`src/rtl/regptr_pkg.sv`:
```
package regptr_pkg;
    localparam int DW      = 8;
    localparam int NREG    = 16;
    localparam int NCH     = 2;
    localparam int IDXW    = $clog2(NREG);
    localparam int PTRW    = IDXW - 1;
    localparam int CMD_LSB = 3;
    localparam int CMD_W   = 3;
    localparam int RCMD_LSB = DW - 2;

    localparam logic [CMD_W-1:0] CMD_BANK_HIGH = 3'b001;

    localparam int IDX_STAT0  = 0;
    localparam int IDX_STAT1  = 1;
    localparam int IDX_VEC    = 2;
    localparam int IDX_MIR0   = 4;
    localparam int IDX_MIR1   = 5;
    localparam int IDX_XCTL   = 7;
    localparam int IDX_TXRX   = 8;
    localparam int IDX_MASTER = 9;
    localparam int IDX_BTC_HI = 13;
    localparam int MIRROR_BIT = 6;

    typedef logic [DW-1:0] byte_t;
    typedef logic [NREG-1:0][DW-1:0] regfile_t;

    typedef enum logic [1:0] {
        RC_NONE = 2'b00,
        RC_CHB  = 2'b01,
        RC_CHA  = 2'b10,
        RC_ALL  = 2'b11
    } rstcmd_e;

    function automatic logic is_stored(input logic [IDXW-1:0] idx);
        return ((idx >= 1) && (idx <= 7)) || ((idx >= 11) && (idx <= 14));
    endfunction
endpackage

```
`src/rtl/regptr_chan.sv`:
```
module regptr_chan
    import regptr_pkg::*;
(
    input  logic            clk,
    input  logic            rst_n,
    input  logic            clr_i,
    input  logic            acc_i,
    input  logic            wr_i,
    input  byte_t           wdata_i,
    output logic [IDXW-1:0] idx_o,
    output regfile_t        regs_o
);
    typedef struct packed {
        regfile_t regs;
        logic     hb;
    } chan_st_t;

    chan_st_t st_d, st_q;

    assign idx_o  = {st_q.hb, st_q.regs[0][PTRW-1:0]};
    assign regs_o = st_q.regs;

    always_comb begin
        st_d = st_q;
        if (acc_i) begin
            st_d.hb = 1'b0;
            if (wr_i) begin
                if (idx_o == '0) begin
                    st_d.regs[0] = wdata_i;
                    st_d.hb      = (wdata_i[CMD_LSB +: CMD_W] == CMD_BANK_HIGH);
                end else if (is_stored(idx_o)) begin
                    st_d.regs[idx_o] = wdata_i;
                end
            end
            if (idx_o != '0) begin
                st_d.regs[0][PTRW-1:0] = '0;
                if (st_q.hb) begin
                    st_d.regs[0][PTRW] = 1'b0;
                end
            end
        end
        if (clr_i) begin
            st_d = '0;
        end
    end

    always_ff @(posedge clk or negedge rst_n) begin
        if (!rst_n) begin
            st_q <= '0;
        end else begin
            st_q <= st_d;
        end
    end
endmodule

```
`src/rtl/regptr_rdmux.sv`:
```
module regptr_rdmux
    import regptr_pkg::*;
(
    input  logic [IDXW-1:0] idx_i,
    input  logic            is_chb_i,
    input  logic            data_port_i,
    input  logic            mirror_i,
    input  byte_t           wr4_i,
    input  byte_t           wr5_i,
    input  byte_t           wr13_i,
    input  byte_t           rr0_i,
    input  byte_t           rr1_i,
    input  byte_t           vec_i,
    input  byte_t           rx_i,
    output byte_t           q_o
);
    always_comb begin
        q_o = '0;
        if (data_port_i) begin
            q_o = rx_i;
        end else begin
            case (int'(idx_i))
                IDX_STAT0:  q_o = rr0_i;
                IDX_STAT1:  q_o = rr1_i;
                IDX_VEC:    q_o = is_chb_i ? vec_i : '0;
                IDX_MIR0:   q_o = mirror_i ? wr4_i : rr0_i;
                IDX_MIR1:   q_o = mirror_i ? wr5_i : rr1_i;
                IDX_TXRX:   q_o = rx_i;
                IDX_BTC_HI: q_o = wr13_i;
                default:    q_o = '0;
            endcase
        end
    end
endmodule

```
`src/rtl/regptr_top.sv`:
```
module regptr_top
    import regptr_pkg::*;
(
    input  logic                  clk,
    input  logic                  rst_n,
    input  logic                  cs,
    input  logic                  rd,
    input  logic                  wr,
    input  logic                  chan_b,
    input  logic                  cd_sel,
    input  logic [DW-1:0]         wdata,
    output logic [DW-1:0]         rdata,
    input  logic [NCH*DW-1:0]     rr0_i,
    input  logic [NCH*DW-1:0]     rr1_i,
    input  logic [DW-1:0]         vec_i,
    input  logic [NCH*DW-1:0]     rx_i,
    output logic [NCH*DW-1:0]     tx_o,
    output logic [NCH-1:0]        tx_load_o,
    output logic [NCH*NREG*DW-1:0] wregs_o,
    output logic [DW-1:0]         mctl_o
);
    localparam int CHB = 1;
    localparam int CHA = 0;

    typedef struct packed {
        byte_t                   mctl;
        logic [NCH-1:0][DW-1:0]  tx;
        logic [NCH-1:0]          txl;
    } top_st_t;

    top_st_t st_d, st_q;

    logic            acc_wr, acc_rd, ctl_acc, dat_acc;
    logic [NCH-1:0]  chan_acc;
    logic [NCH-1:0]  clr;
    logic [IDXW-1:0] idx   [NCH];
    regfile_t        regs  [NCH];
    logic [IDXW-1:0] sel_idx;
    regfile_t        sel_regs;
    byte_t           mux_q;
    rstcmd_e         rcmd;

    assign acc_wr  = cs & wr;
    assign acc_rd  = cs & rd & ~wr;
    assign ctl_acc = (acc_wr | acc_rd) & ~cd_sel;
    assign dat_acc = (acc_wr | acc_rd) & cd_sel;

    generate
        for (genvar ch = 0; ch < NCH; ch++) begin : g_chan
            assign chan_acc[ch] = ctl_acc & (int'(chan_b) == ch);
            regptr_chan u_chan (
                .clk     (clk),
                .rst_n   (rst_n),
                .clr_i   (clr[ch]),
                .acc_i   (chan_acc[ch]),
                .wr_i    (acc_wr),
                .wdata_i (wdata),
                .idx_o   (idx[ch]),
                .regs_o  (regs[ch])
            );
            assign wregs_o[ch*NREG*DW +: NREG*DW] = regs[ch];
            assign tx_o[ch*DW +: DW]              = st_q.tx[ch];
        end
    endgenerate

    assign sel_idx  = idx[chan_b];
    assign sel_regs = regs[chan_b];
    assign rcmd     = rstcmd_e'(wdata[RCMD_LSB +: 2]);

    regptr_rdmux u_rdmux (
        .idx_i       (sel_idx),
        .is_chb_i    (chan_b),
        .data_port_i (cd_sel),
        .mirror_i    (sel_regs[IDX_XCTL][MIRROR_BIT]),
        .wr4_i       (sel_regs[IDX_MIR0]),
        .wr5_i       (sel_regs[IDX_MIR1]),
        .wr13_i      (sel_regs[IDX_BTC_HI]),
        .rr0_i       (rr0_i[chan_b*DW +: DW]),
        .rr1_i       (rr1_i[chan_b*DW +: DW]),
        .vec_i       (vec_i),
        .rx_i        (rx_i[chan_b*DW +: DW]),
        .q_o         (mux_q)
    );

    assign rdata = acc_rd ? mux_q : '0;

    always_comb begin
        st_d     = st_q;
        st_d.txl = '0;
        clr      = '0;
        if (acc_wr && (dat_acc || (ctl_acc && int'(sel_idx) == IDX_TXRX))) begin
            st_d.tx[chan_b]  = wdata;
            st_d.txl[chan_b] = 1'b1;
        end
        if (acc_wr && ctl_acc && int'(sel_idx) == IDX_MASTER) begin
            st_d.mctl = wdata;
            case (rcmd)
                RC_CHB: clr[CHB] = 1'b1;
                RC_CHA: clr[CHA] = 1'b1;
                RC_ALL: begin
                    clr     = '1;
                    st_d.tx = '0;
                end
                default: clr = '0;
            endcase
        end
    end

    always_ff @(posedge clk or negedge rst_n) begin
        if (!rst_n) begin
            st_q <= '0;
        end else begin
            st_q <= st_d;
        end
    end

    assign tx_load_o = st_q.txl;
    assign mctl_o    = st_q.mctl;
endmodule

```
`config.mk`:
```
export PLATFORM = sky130hd
export DESIGN_NAME = regptr_top
export DESIGN_NICKNAME = d
export VERILOG_FILES = /design/src/rtl/regptr_pkg.sv /design/src/rtl/regptr_chan.sv /design/src/rtl/regptr_rdmux.sv /design/src/rtl/regptr_top.sv
export SDC_FILE = /design/constraint.sdc
export NUM_CORES = 1
export LEC_CHECK = 0
export CORE_MARGIN = 2
export CORE_UTILIZATION = 45
export CTS_BUF_LIST = sky130_fd_sc_hd__clkbuf_8 sky130_fd_sc_hd__clkbuf_16
export DETAILED_ROUTE_END_ITERATION = 8
export GPL_TIMING_DRIVEN = 1
export HOLD_SLACK_MARGIN = 0.06
export PLACE_DENSITY = 0.86
export SETUP_SLACK_MARGIN = 0.05
export SYNTH_ARGS = -nofsm -noshare
export SYNTH_HDL_FRONTEND = slang
export SYNTH_SLANG_ARGS = --single-unit
```
`constraint.sdc`:
```
create_clock -name clk -period 3.39 [get_ports clk]
set_clock_uncertainty 0.05 [all_clocks]
set_input_delay 0.678 -clock clk [delete_from_list [all_inputs] [get_ports clk]]
set_output_delay 0.678 -clock clk [all_outputs]
set_load 0.03 [all_outputs]
```
==> summary.txt, run 1 <==
Flow run
  • Max_cap viols: 0

Floorplanning
  • Die ar.: 28600 µm²
  • Initial Util: between 40 and 50%
  • Core area: 26900 µm²
  • Chip width: 169 µm
  • Die Y: 169 µm
  • Boundary Pins: 361
  • Std cell rows: 60

Setup path
  • Crit Path Category: reg2out
  • Req. time, crit path: roughly 2.7 ns
  • Worst path bufs/invs: 2
  • Slowest CP cell: o31ai_1
  • CP startpoint kind: flop
  • Max FO, Critical Path: 7
  • Setup crit end kind: output pin
  • CP peak stage delay: 0.59 ns
  • Crit-path cells: buf_4 -> nand2_1 -> o22ai_1 -> o31ai_1 -> a221oi_2 -> buf_12
  • Delay-heaviest family, CP: compound AO/OA/AOI/OAI gates
  • Critical path arrival: 2.59 ns
  • FF-to-FF path depth: 8
  • Critical path depth: 6

Yosys
  • Post-synth EDFFs: 0
  • Yosys warns: 0
  • Leading post-synthesis cells by cell area: dfrtp_1, a22o_1, mux2i_1
  • Avg Inst Size Synth: 12.2 µm²
  • Synth unique cells: 54
  • Mapped Nets: 1078
  • Cell with the most instances after synthesis: dfrtp_1
  • Cells after synthesis: 1007
  • Mapped Area: 12300 µm²
  • Sequential fraction of the synthesis area: 58.0%
  • Top cell type's share of synthesized area: 58.0%
  • Async set-reset flop share out of synthesis: 100%
  • Post-synth top cells: dfrtp_1, a22o_1, and2_1
  • Seq cells post-synth: 284
  • Primary FF master, synth: dfrtp_1
  • Cell taking the most area after synthesis: dfrtp_1

STA
  • Final Max Tran Viols: 0
  • Slew @ Worst Pin: 1.21 ns
  • Min Tclk post-route: 3.31 ns
  • Final Hold Vio Count: 0
  • Slew HR: 18.8%
  • Hold Slack: roughly 0.035 ns
  • Unrepaired setup endpoints after global routing: no
  • Setup violations, final: 0
  • Fin crit share: between 90% and 100%
  • Max Clk Rate: ~300 MHz
  • Setup WS post-layout: approximately 0.076 ns

Finish
  • Share of layout cells above drive strength 1: 15.9%
  • Final nets: 1489
  • Area grow syn2layout: 47.2%
  • Final design utilization: 67.2%
  • Design Area, Final: around 18000 µm²

Global route
  • Initial antenna violation count: 7
  • First-pass GRT wire length: 67.7 mm
  • Overall Global Routing Usage: between 30% and 40%
  • Largest net degree at the start of global routing: 77
  • Gr ovfl total: 0
  • Vias in the first global route: 10700

Clocking
  • Hold_buf cts: 0
  • Htree depth: 1
  • Clock Pin Slew Worst Setup and Hold Paths: approximately 0.070 ns
  • CTS buffer count: 29
  • Clock buffer depth: 3
  • TritonCTS clock tree: built
  • Clock Sink Count: 284
  • Clk_lat worst skew: around 0.55 ns
  • Clk Tree Root Cell: clkbuf_16

Drt
  • Post-route ant nets: 0
  • Drt pass-1 iters: 5
  • # DRC: 0
  • Via/cell ratio: 5.98
  • Met2 Wirelength: roughly 20 mm
  • DR WL/cell: 25.3 µm
  • Via Count: 10700
  • Max Used Layer: met5
  • WL met3: about 4.8 mm
  • DR iter-0 viols: 1045
  • Final WL: 45.2 mm
  • Met1 wire length: approximately 18 mm

Placement
  • Area post-placement: between 15000 and 20000 µm²
  • PortBufs: 360
  • Dpl ws: -0.0777 ns
  • RD Place Congestion: 0.924
  • Post-DP HPWL: between 30 and 40 mm

Status
  • Status: finished, final reports clean

Power and ir drop
  • Max VDD drop: about 0.00035 V
  • Leak: 7.93 nW
  • Cell Pwr Density: 493 nW/µm²

Worst hold path
  • Worst Hold Class: in2async
## stage by stage
step,TNS (ns),std cells,total power [mW]
floorplan,0,1007,4.73
global placement,-0.165,1719,5.57
detailed placement,-1.09,1719,5.60
CTS,0,1770,8.88
global route,0,1782,9.20
finish,0,1782,8.90
## kinds of logic after synthesis
| group | share of synthesized area, % |
|---|---|
| flip-flops | 58.0 |
| multiplexers | 7.11 |
| buffers and inverters | 3.09 |
| AO/OA/AOI/OAI | 19.9 |
| AND/OR/NAND/NOR | 11.9 |
## sequential cells by signal (all words and copies together), names as in the netlist
register and count:
g_chan.u_chan.regs_o 250, tx_o 16, g_chan.u_chan.idx_o 8, mctl_o 8, tx_load_o 2
## placed cells by master (no fill, tap or decap), drive strengths merged, types with 8 or more instances in the layout
cell | netlist | layout
a22o | 117 | 117
clkdlybuf4s50 | 0 | 350
nand2 | 36 | 36
o22ai | 13 | 13
a2111oi | 8 | 8
nand2b | 12 | 12
nand3 | 14 | 14
clkbuf | 46 | 37
nor2 | 70 | 70
a211oi | 17 | 17
mux2i | 68 | 68
o21ai | 35 | 35
mux2 | 17 | 17
a32o | 52 | 52
buf | 33 | 108
nor2b | 10 | 10
dfrtp | 284 | 284
nor3 | 28 | 28
and2 | 72 | 72
## power by group
part	leakage, nW	switching, mW	total [mW]	internal, mW
combinational	3.54	1.12	1.89	0.773
sequential	3.90	0.161	3.75	3.59
clock	0.494	1.34	3.26	1.93
## path summary, 6_finish.rpt
check,endpoint,startpoint,slack [ns]
max,rdata[2],g_chan[1].u_chan.idx_o[3],0.08
min,g_chan[0].u_chan.regs_o[125],rst_n,0.04
max reg2reg,g_chan[1].u_chan.regs_o[44],g_chan[0].u_chan.idx_o[3],0.77
min reg2reg,mctl_o[6],mctl_o[6],0.43
max in group asynchronous,g_chan[1].u_chan.regs_o[76],rst_n,2.43
min in group clk,mctl_o[6],mctl_o[6],0.43
## worst register-to-register path, cell delays in order (launching register included)
cell and delay, ns:
dfrtp_2 0.46, buf_8 0.16, nor3b_4 0.16, buf_4 0.15, o221a_2 0.32, or3_1 0.47
buf_4 0.26, o21ai_4 0.33, a32o_1 0.18
## timing repair
item | CTS | global route
endpoints found under the hold margin | 0 | 0
endpoints found under the setup margin | 8 | 8
gates resized for setup | 24 | 43
pin swaps | 5 | 8
setup buffers | 1 | 8
## per-layer routing
layer  GRT usage [%]  up-vias
met5               0        -
met4            10.7        4
met3            9.38      114
met2            49.4      601
met1            40.8     5337
li1                -     4599
## layout make-up
| cell class | instances | area (µm²) |
|---|---|---|
| Timing Repair Buffer | 459 | 4510 |
| Fill cell | 1959 | 8830 |
| Clock buffer | 36 | 822 |
| Multi-Input combinational cell | 642 | 5010 |
| Antenna cell | 4 | 10.0 |
| Tap cell | 341 | 427 |
| Sequential cell | 284 | 7110 |
| Inverter | 2 | 7.51 |
| Clock inverter | 14 | 148 |
(Power assumes the default switching activity.)
==> inputs of run 2 (changes only) <==
--- a/config.mk
+++ b/config.mk
@@ -5,7 +5,7 @@
 export SDC_FILE = /design/constraint.sdc
 export NUM_CORES = 1
 export LEC_CHECK = 0
-export CORE_MARGIN = 2
+export CORE_MARGIN = 4
 export CORE_UTILIZATION = 45
 export CTS_BUF_LIST = sky130_fd_sc_hd__clkbuf_8 sky130_fd_sc_hd__clkbuf_16
 export DETAILED_ROUTE_END_ITERATION = 8
==> summary.txt, run 2 (synthesized netlist as in run 1, its figures left out) <==
Clocking
  • Clock Sink Count: 284 (unchanged)
  • Clock Pin Slew Worst Setup and Hold Paths: 0.06 ns (about the same)
  • Clock buffer depth: 3 (unchanged)
  • Clk Tree Root Cell: clkbuf_16
  • Htree depth: 1 (unchanged)
  • Clk_lat worst skew: 0.56 ns (about the same)
  • CTS buffer count: 28 (-3.4%)
  • TritonCTS clock tree: built

Worst hold path
  • Hold path start: g_chan[1].u_chan.regs_o[82]
  • Worst Hold Class: reg2reg
  • Worst hold path depth: 1
  • Worst hold endpoint: g_chan[1].u_chan.regs_o[82]

Finish
  • Filler instances: 2041 (+4.2%)
  • Most common cell after layout, fill and taps aside: clkdlybuf4s50_1
  • Area grow syn2layout: 46.9%
  • Share of layout cells above drive strength 1: 16.7% (+0.88 points)
  • Final design utilization: 67.0% (-0.14 points)
  • Final nets: 1478 (-0.74%)
  • Register area: 7120 µm² (about the same)
  • Most frequent cells in the layout: clkdlybuf4s50_1, dfrtp_1, a22o_1
  • Area of the multi-input gates: 5140 µm² (+2.5%)
  • Max reg flops: 250 (unchanged)

Power and ir drop
  • Leak: 7.85 nW (-1.0%)
  • Cell Pwr Density: 487 nW/µm² (-1.3%)
  • Max VDD drop: 0.000349 V (-0.36%)
  • Power Total: 8.76 mW (-1.6%)

Drt
  • Via/cell ratio: 6.07 (+1.5%)
  • Met1 wire length: 18.4 mm (+2.1%)
  • Final WL: 47.0 mm (+4.1%)
  • Max Used Layer: met5
  • Post-route ant nets: 0 (unchanged)
  • DR WL/cell: 26.5 µm (+4.6%)
  • WL met3: 5.21 mm (+8.9%)
  • Via Count: 10800 (+1.1%)
  • Met2 Wirelength: 21.7 mm (+5.5%)
  • DR iter-0 viols: 1018 (-2.6%)
  • # DRC: 0 (unchanged)
  • Drt pass-1 iters: 6 (+1)

Flow run
  • Max_cap viols: 0 (unchanged)

Floorplanning
  • Chip width: 173 µm (+2.4%)
  • Std cell rows: 60 (unchanged)
  • Core area: 26900 µm² (unchanged)
  • Die Y: 173 µm (+2.4%)
  • Boundary Pins: 361 (unchanged)
  • Die ar.: 30000 µm² (+4.8%)
  • Initial Util: 45.6% (unchanged)

Setup path
  • R2R setup slack: 0.79 ns (+0.02 ns)
  • Slowest CP cell: dfrtp_2
  • Max FO, Critical Path: 6 (-1)
  • CP startpoint kind: flop
  • Critical path arrival: 2.56 ns (-0.03 ns)
  • Crit-path cells: nor3b_2 -> buf_4 -> o22ai_4 -> buf_4 -> o32ai_2 -> a2111oi_2 -> a31oi_1 -> buf_4
  • Crit-path most repeated cell: buf_4
  • Req. time, crit path: 2.66 ns (about the same)
  • Crit Path Category: reg2out
  • FF-to-FF path depth: 7 (-1)
  • Crit Reg-Reg Endpoint: g_chan[0].u_chan.regs_o[36]
  • Setup crit end kind: output pin
  • Reg2reg start: g_chan[0].u_chan.idx_o[3]
  • CP peak stage delay: 0.47 ns (-0.12 ns)

Global route
  • Largest net degree at the start of global routing: 96 (+25%)
  • Vias in the first global route: 11000 (+3.5%)
  • Initial antenna violation count: 7 (unchanged)
  • Overall Global Routing Usage: 30.4% (-0.68 points)
  • Gr ovfl total: 0 (unchanged)
  • First-pass GRT wire length: 71.2 mm (+5.3%)

Placement
  • RD Place Congestion: 0.979 (+6.0%)
  • Post-DP HPWL: 33.8 mm (+5.1%)
  • PortBufs: 360 (unchanged)

STA
  • Hold Slack: 0.430 ns (+0.395 ns)
  • Final Max Tran Viols: 0 (unchanged)
  • Setup violations, final: 0 (unchanged)
  • Setup_tns: 0 ns (unchanged)
  • Min Tclk post-route: 3.29 ns (-0.0248 ns)
  • Slew HR: 20.1% (+1.2 points)
  • Fin crit share: 97.0% (-0.73 points)
  • Unrepaired setup endpoints after global routing: yes
  • Slew @ Worst Pin: 1.19 ns (-0.0186 ns)
  • Final Hold Vio Count: 0 (unchanged)
  • Max Clk Rate: 304 MHz (+0.75%)

Status
  • Status: finished, final reports clean
[run 2: changes by cell type in the layout (fill, tap and decap cells not counted), sizes merged]
cell	previous run	this run
buf	108	98
dlygate4sd3	0	1
clkinvlp	1	3
clkinv	6	11
diode	4	6
inv	6	4
clkbuf	37	32
bufinv	3	2
[run 2: where the power goes]
part           switching (mW)  total (mW)  internal [mW]
Clock                    1.34        3.10           1.75
Combinational            1.14        1.92          0.778
Sequential              0.157        3.75           3.59
Total                    2.65        8.76           6.12
[run 2: per-layer routing]
| layer | track usage [%] | vias up |
|---|---|---|
| li1 | - | 4586 |
| met1 | 39.2 | 5465 |
| met2 | 48.3 | 614 |
| met3 | 10.6 | 102 |
| met4 | 10.3 | 4 |
| met5 | 0 | - |
[run 2: how the worst max path moves through the flow]
| stage | startpoint | endpoint |
|---|---|---|
| after floorplan | chan_b | rdata[0] |
| after global placement | chan_b | rdata[3] |
| after detailed placement | chan_b | rdata[3] |
| after CTS | g_chan[0].u_chan.idx_o[3] | rdata[2] |
| after global routing | g_chan[0].u_chan.idx_o[3] | rdata[6] |
| final | g_chan[0].u_chan.idx_o[2] | rdata[6] |
[run 2: critical path: cells and delay by family, from the launching register on]
| family | cells | cell delay [ns] |
|---|---|---|
| AO/OA/AOI/OAI | 4 | 0.79 |
| buffers and inverters | 3 | 0.56 |
| flip-flops | 1 | 0.47 |
| AND/OR/NAND/NOR | 1 | 0.18 |
[run 2: layout make-up]
type | count | share of cell area [%]
Sequential cell | 284 | 39.5
Multi-Input combinational cell | 642 | 28.5
Timing Repair Buffer | 449 | 24.4
Clock buffer | 32 | 4.20
Tap cell | 341 | 2.37
Clock inverter | 18 | 0.910
Antenna cell | 6 | 0.0834
Inverter | 2 | 0.0417
[run 2: timing repair]
item,in CTS,in global routing
setup buffers,3,9
pin swaps,4,10
resized for setup,41,44
hold buffers,1,0
hold endpoints to repair,47,0
setup endpoints to repair,8,8
[run 2: stage by stage]
stage	cells	setup slack (ns)	cell area, µm²
floorplan	1007	0.186	12300
global placement	1705	0.00727	16600
detailed placement	1705	-0.0888	16600
CTS	1759	0.0507	17700
global route	1773	0.00924	18000
finish	1774	0.101	18000
==> inputs of run 3 (changes only) <==
==> constraint.sdc (replaced) <==
create_clock -name clk -period 3.53 [get_ports clk]
set_clock_uncertainty 0.05 [all_clocks]
set_input_delay 0.706 -clock clk [delete_from_list [all_inputs] [get_ports clk]]
set_output_delay 0.706 -clock clk [all_outputs]
set_load 0.03 [all_outputs]
==> summary.txt, run 3 (synthesized netlist as in run 1, its figures left out) <==
Global route
  • Gr ovfl total: 0 (unchanged)
  • Initial antenna violation count: 7 (unchanged)
  • Vias in the first global route: 11000 (-0.77%)
  • First-pass GRT wire length: 70.8 mm (-0.57%)
  • Largest net degree at the start of global routing: 90 (-6.3%)
  • Overall Global Routing Usage: 30.4% (about the same)

Setup path
  • Delay-heaviest family, CP: compound AO/OA/AOI/OAI gates
  • Slowest CP cell: a2111oi_0
  • Worst Setup SP: g_chan[1].u_chan.idx_o[2]
  • Critical path arrival: 2.70 ns (+0.14 ns)
  • Crit-path cells: and3b_2 -> o22ai_1 -> o22ai_1 -> a2111oi_0 -> a221oi_2 -> buf_12
  • Req. time, crit path: 2.77 ns (+0.11 ns)
  • Max FO, Critical Path: 10 (+4)
  • Crit Reg-Reg Endpoint: g_chan[0].u_chan.regs_o[12]
  • Crit-path most repeated cell: o22ai_1
  • R2R setup slack: 0.93 ns (+0.14 ns)
  • CP endpoint: rdata[1]
  • CP peak stage delay: 0.53 ns (+0.06 ns)
  • Setup crit end kind: output pin
  • FF-to-FF path depth: 6 (-1)
  • CP startpoint kind: flop
  • Reg2reg start: g_chan[0].u_chan.idx_o[1]
  • Worst path bufs/invs: 1 (-2)
  • Critical path depth: 6 (-2)
  • Crit Path Category: reg2out

Floorplanning
  • Chip width: 173 µm (unchanged)
  • Die Y: 173 µm (unchanged)
  • Boundary Pins: 361 (unchanged)
  • Initial Util: 45.6% (unchanged)
  • Std cell rows: 60 (unchanged)
  • Core area: 26900 µm² (unchanged)
  • Die ar.: 30000 µm² (unchanged)

STA
  • Min Tclk post-route: 3.46 ns
  • Max Clk Rate: 289 MHz
  • Final Hold Vio Count: 0 (unchanged)
  • Setup violations, final: 0 (unchanged)
  • Fin crit share: just under 100%
  • Unrepaired setup endpoints after global routing: yes
  • Slew HR: 22.4% (+2.4 points)
  • Final Max Tran Viols: 0 (unchanged)
  • Setup_tns: 0 ns (unchanged)
  • Slew @ Worst Pin: 1.16 ns (-0.0355 ns)

Clocking
  • Clock Pin Slew Worst Setup and Hold Paths: 0.06 ns (about the same)
  • CTS buffer count: 30 (+7.1%)
  • Clock Sink Count: 284 (unchanged)
  • Clock buffer depth: 3 (unchanged)
  • Clk Tree Root Cell: clkbuf_16
  • TritonCTS clock tree: built
  • Hold_buf cts: 0 (-1)
  • Clk_lat worst skew: 0.56 ns (about the same)
  • Htree depth: 1 (unchanged)

Finish
  • Most frequent cells in the layout: clkdlybuf4s50_1, dfrtp_1, a22o_1
  • Final nets: 1470 (-0.54%)
  • Share of layout cells above drive strength 1: 14.2% (-2.5 points)
  • Design Area, Final: 17700 µm² (-1.5%)
  • Area grow syn2layout: 44.7%
  • Most common cell after layout, fill and taps aside: clkdlybuf4s50_1
  • Final design utilization: 66.0% (-1.0 points)
  • Max reg flops: 250 (unchanged)

Drt
  • # DRC: 0 (unchanged)
  • DR WL/cell: 26.7 µm (+0.60%)
  • Final WL: 47.0 mm (about the same)
  • Via Count: 10700 (-0.92%)
  • Via/cell ratio: 6.05 (-0.41%)
  • Post-route ant nets: 0 (unchanged)
  • Drt pass-1 iters: 5 (-1)
  • DR iter-0 viols: 1029 (+1.1%)

Worst hold path
  • Worst Hold Class: in2async

Power and ir drop
  • Cell Pwr Density: 480 nW/µm² (-1.4%)
  • Max VDD drop: 0.000355 V (+1.7%)
  • Leak: 7.84 nW (-0.11%)

Placement
  • PortBufs: 360 (unchanged)
  • Area post-placement: 16600 µm² (about the same)
  • Post-DP HPWL: 33.6 mm (-0.57%)
  • RD Place Congestion: 0.961 (-1.8%)

Status
  • Status: finished, final reports clean

Flow run
  • Max_cap viols: 0 (unchanged)
==> run 3: metal layers <==
metal / track usage, % / vias up / wire (µm)
li1: - / 4556 / -
met1: 40.6 / 5381 / 18700
met2: 48.1 / 632 / 21600
met3: 9.44 / 97 / 5120
met4: 9.18 / 6 / 1570
met5: 0 / - / 46
==> run 3: what timing repair did <==
item / in CTS / in global routing
gates resized for setup: 16 / 22
setup buffers: 0 / 4
setup endpoints to repair: 8 / 8
pin swaps: 0 / 0
==> run 3: layout make-up <==
type,count,area (µm²)
flip-flops and latches,284,7120
repair buffers,439,4270
well taps,341,427
fillers,2033,9140
diodes,4,10.0
inverters,2,7.51
clock buffers,37,858
clock inverters,16,128
multi-input cells,642,4910
==> run 3: worst min-delay path by stage <==
stage / startpoint / end / depth (start not counted)
6_report: rst_n / g_chan[0].u_chan.regs_o[84] / 1
5_1_grt: rst_n / mctl_o[5] / 1
4_1_cts: rst_n / g_chan[0].u_chan.regs_o[84] / 1
3_5_place_dp: mctl_o[7] / mctl_o[7] / 2
3_3_place_gp: mctl_o[6] / mctl_o[6] / 2
2_1_floorplan: rst_n / g_chan[0].u_chan.idx_o[0] / 0
==> run 3: power by group <==
group	internal, mW	switching, mW
Clock	1.85	1.29
Combinational	0.707	1.06
Sequential	3.45	0.155
Total	6.00	2.51
==> run 3: stage by stage <==
stage / worst slack (ns) / cells / power, mW / hold WS, ns
5_1_grt: 0.0253 / 1765 / 8.81 / 0.143
2_1_floorplan: 0.270 / 1007 / 4.54 / 0.360
6_report: 0.0739 / 1765 / 8.51 / 0.0977
3_5_place_dp: -0.0498 / 1704 / 5.38 / 0.414
4_1_cts: 0.00908 / 1757 / 8.52 / 0.121
3_3_place_gp: -0.0768 / 1704 / 5.35 / 0.413
==> run 3: worst register-to-register path, stage by stage (launching register included) <==
cell and delay, ns:
dfrtp_2 0.45, buf_4 0.18, nand2b_1 0.22, nor3_1 0.84
and2_1 0.24, o21ai_1 0.22, a22o_1 0.28
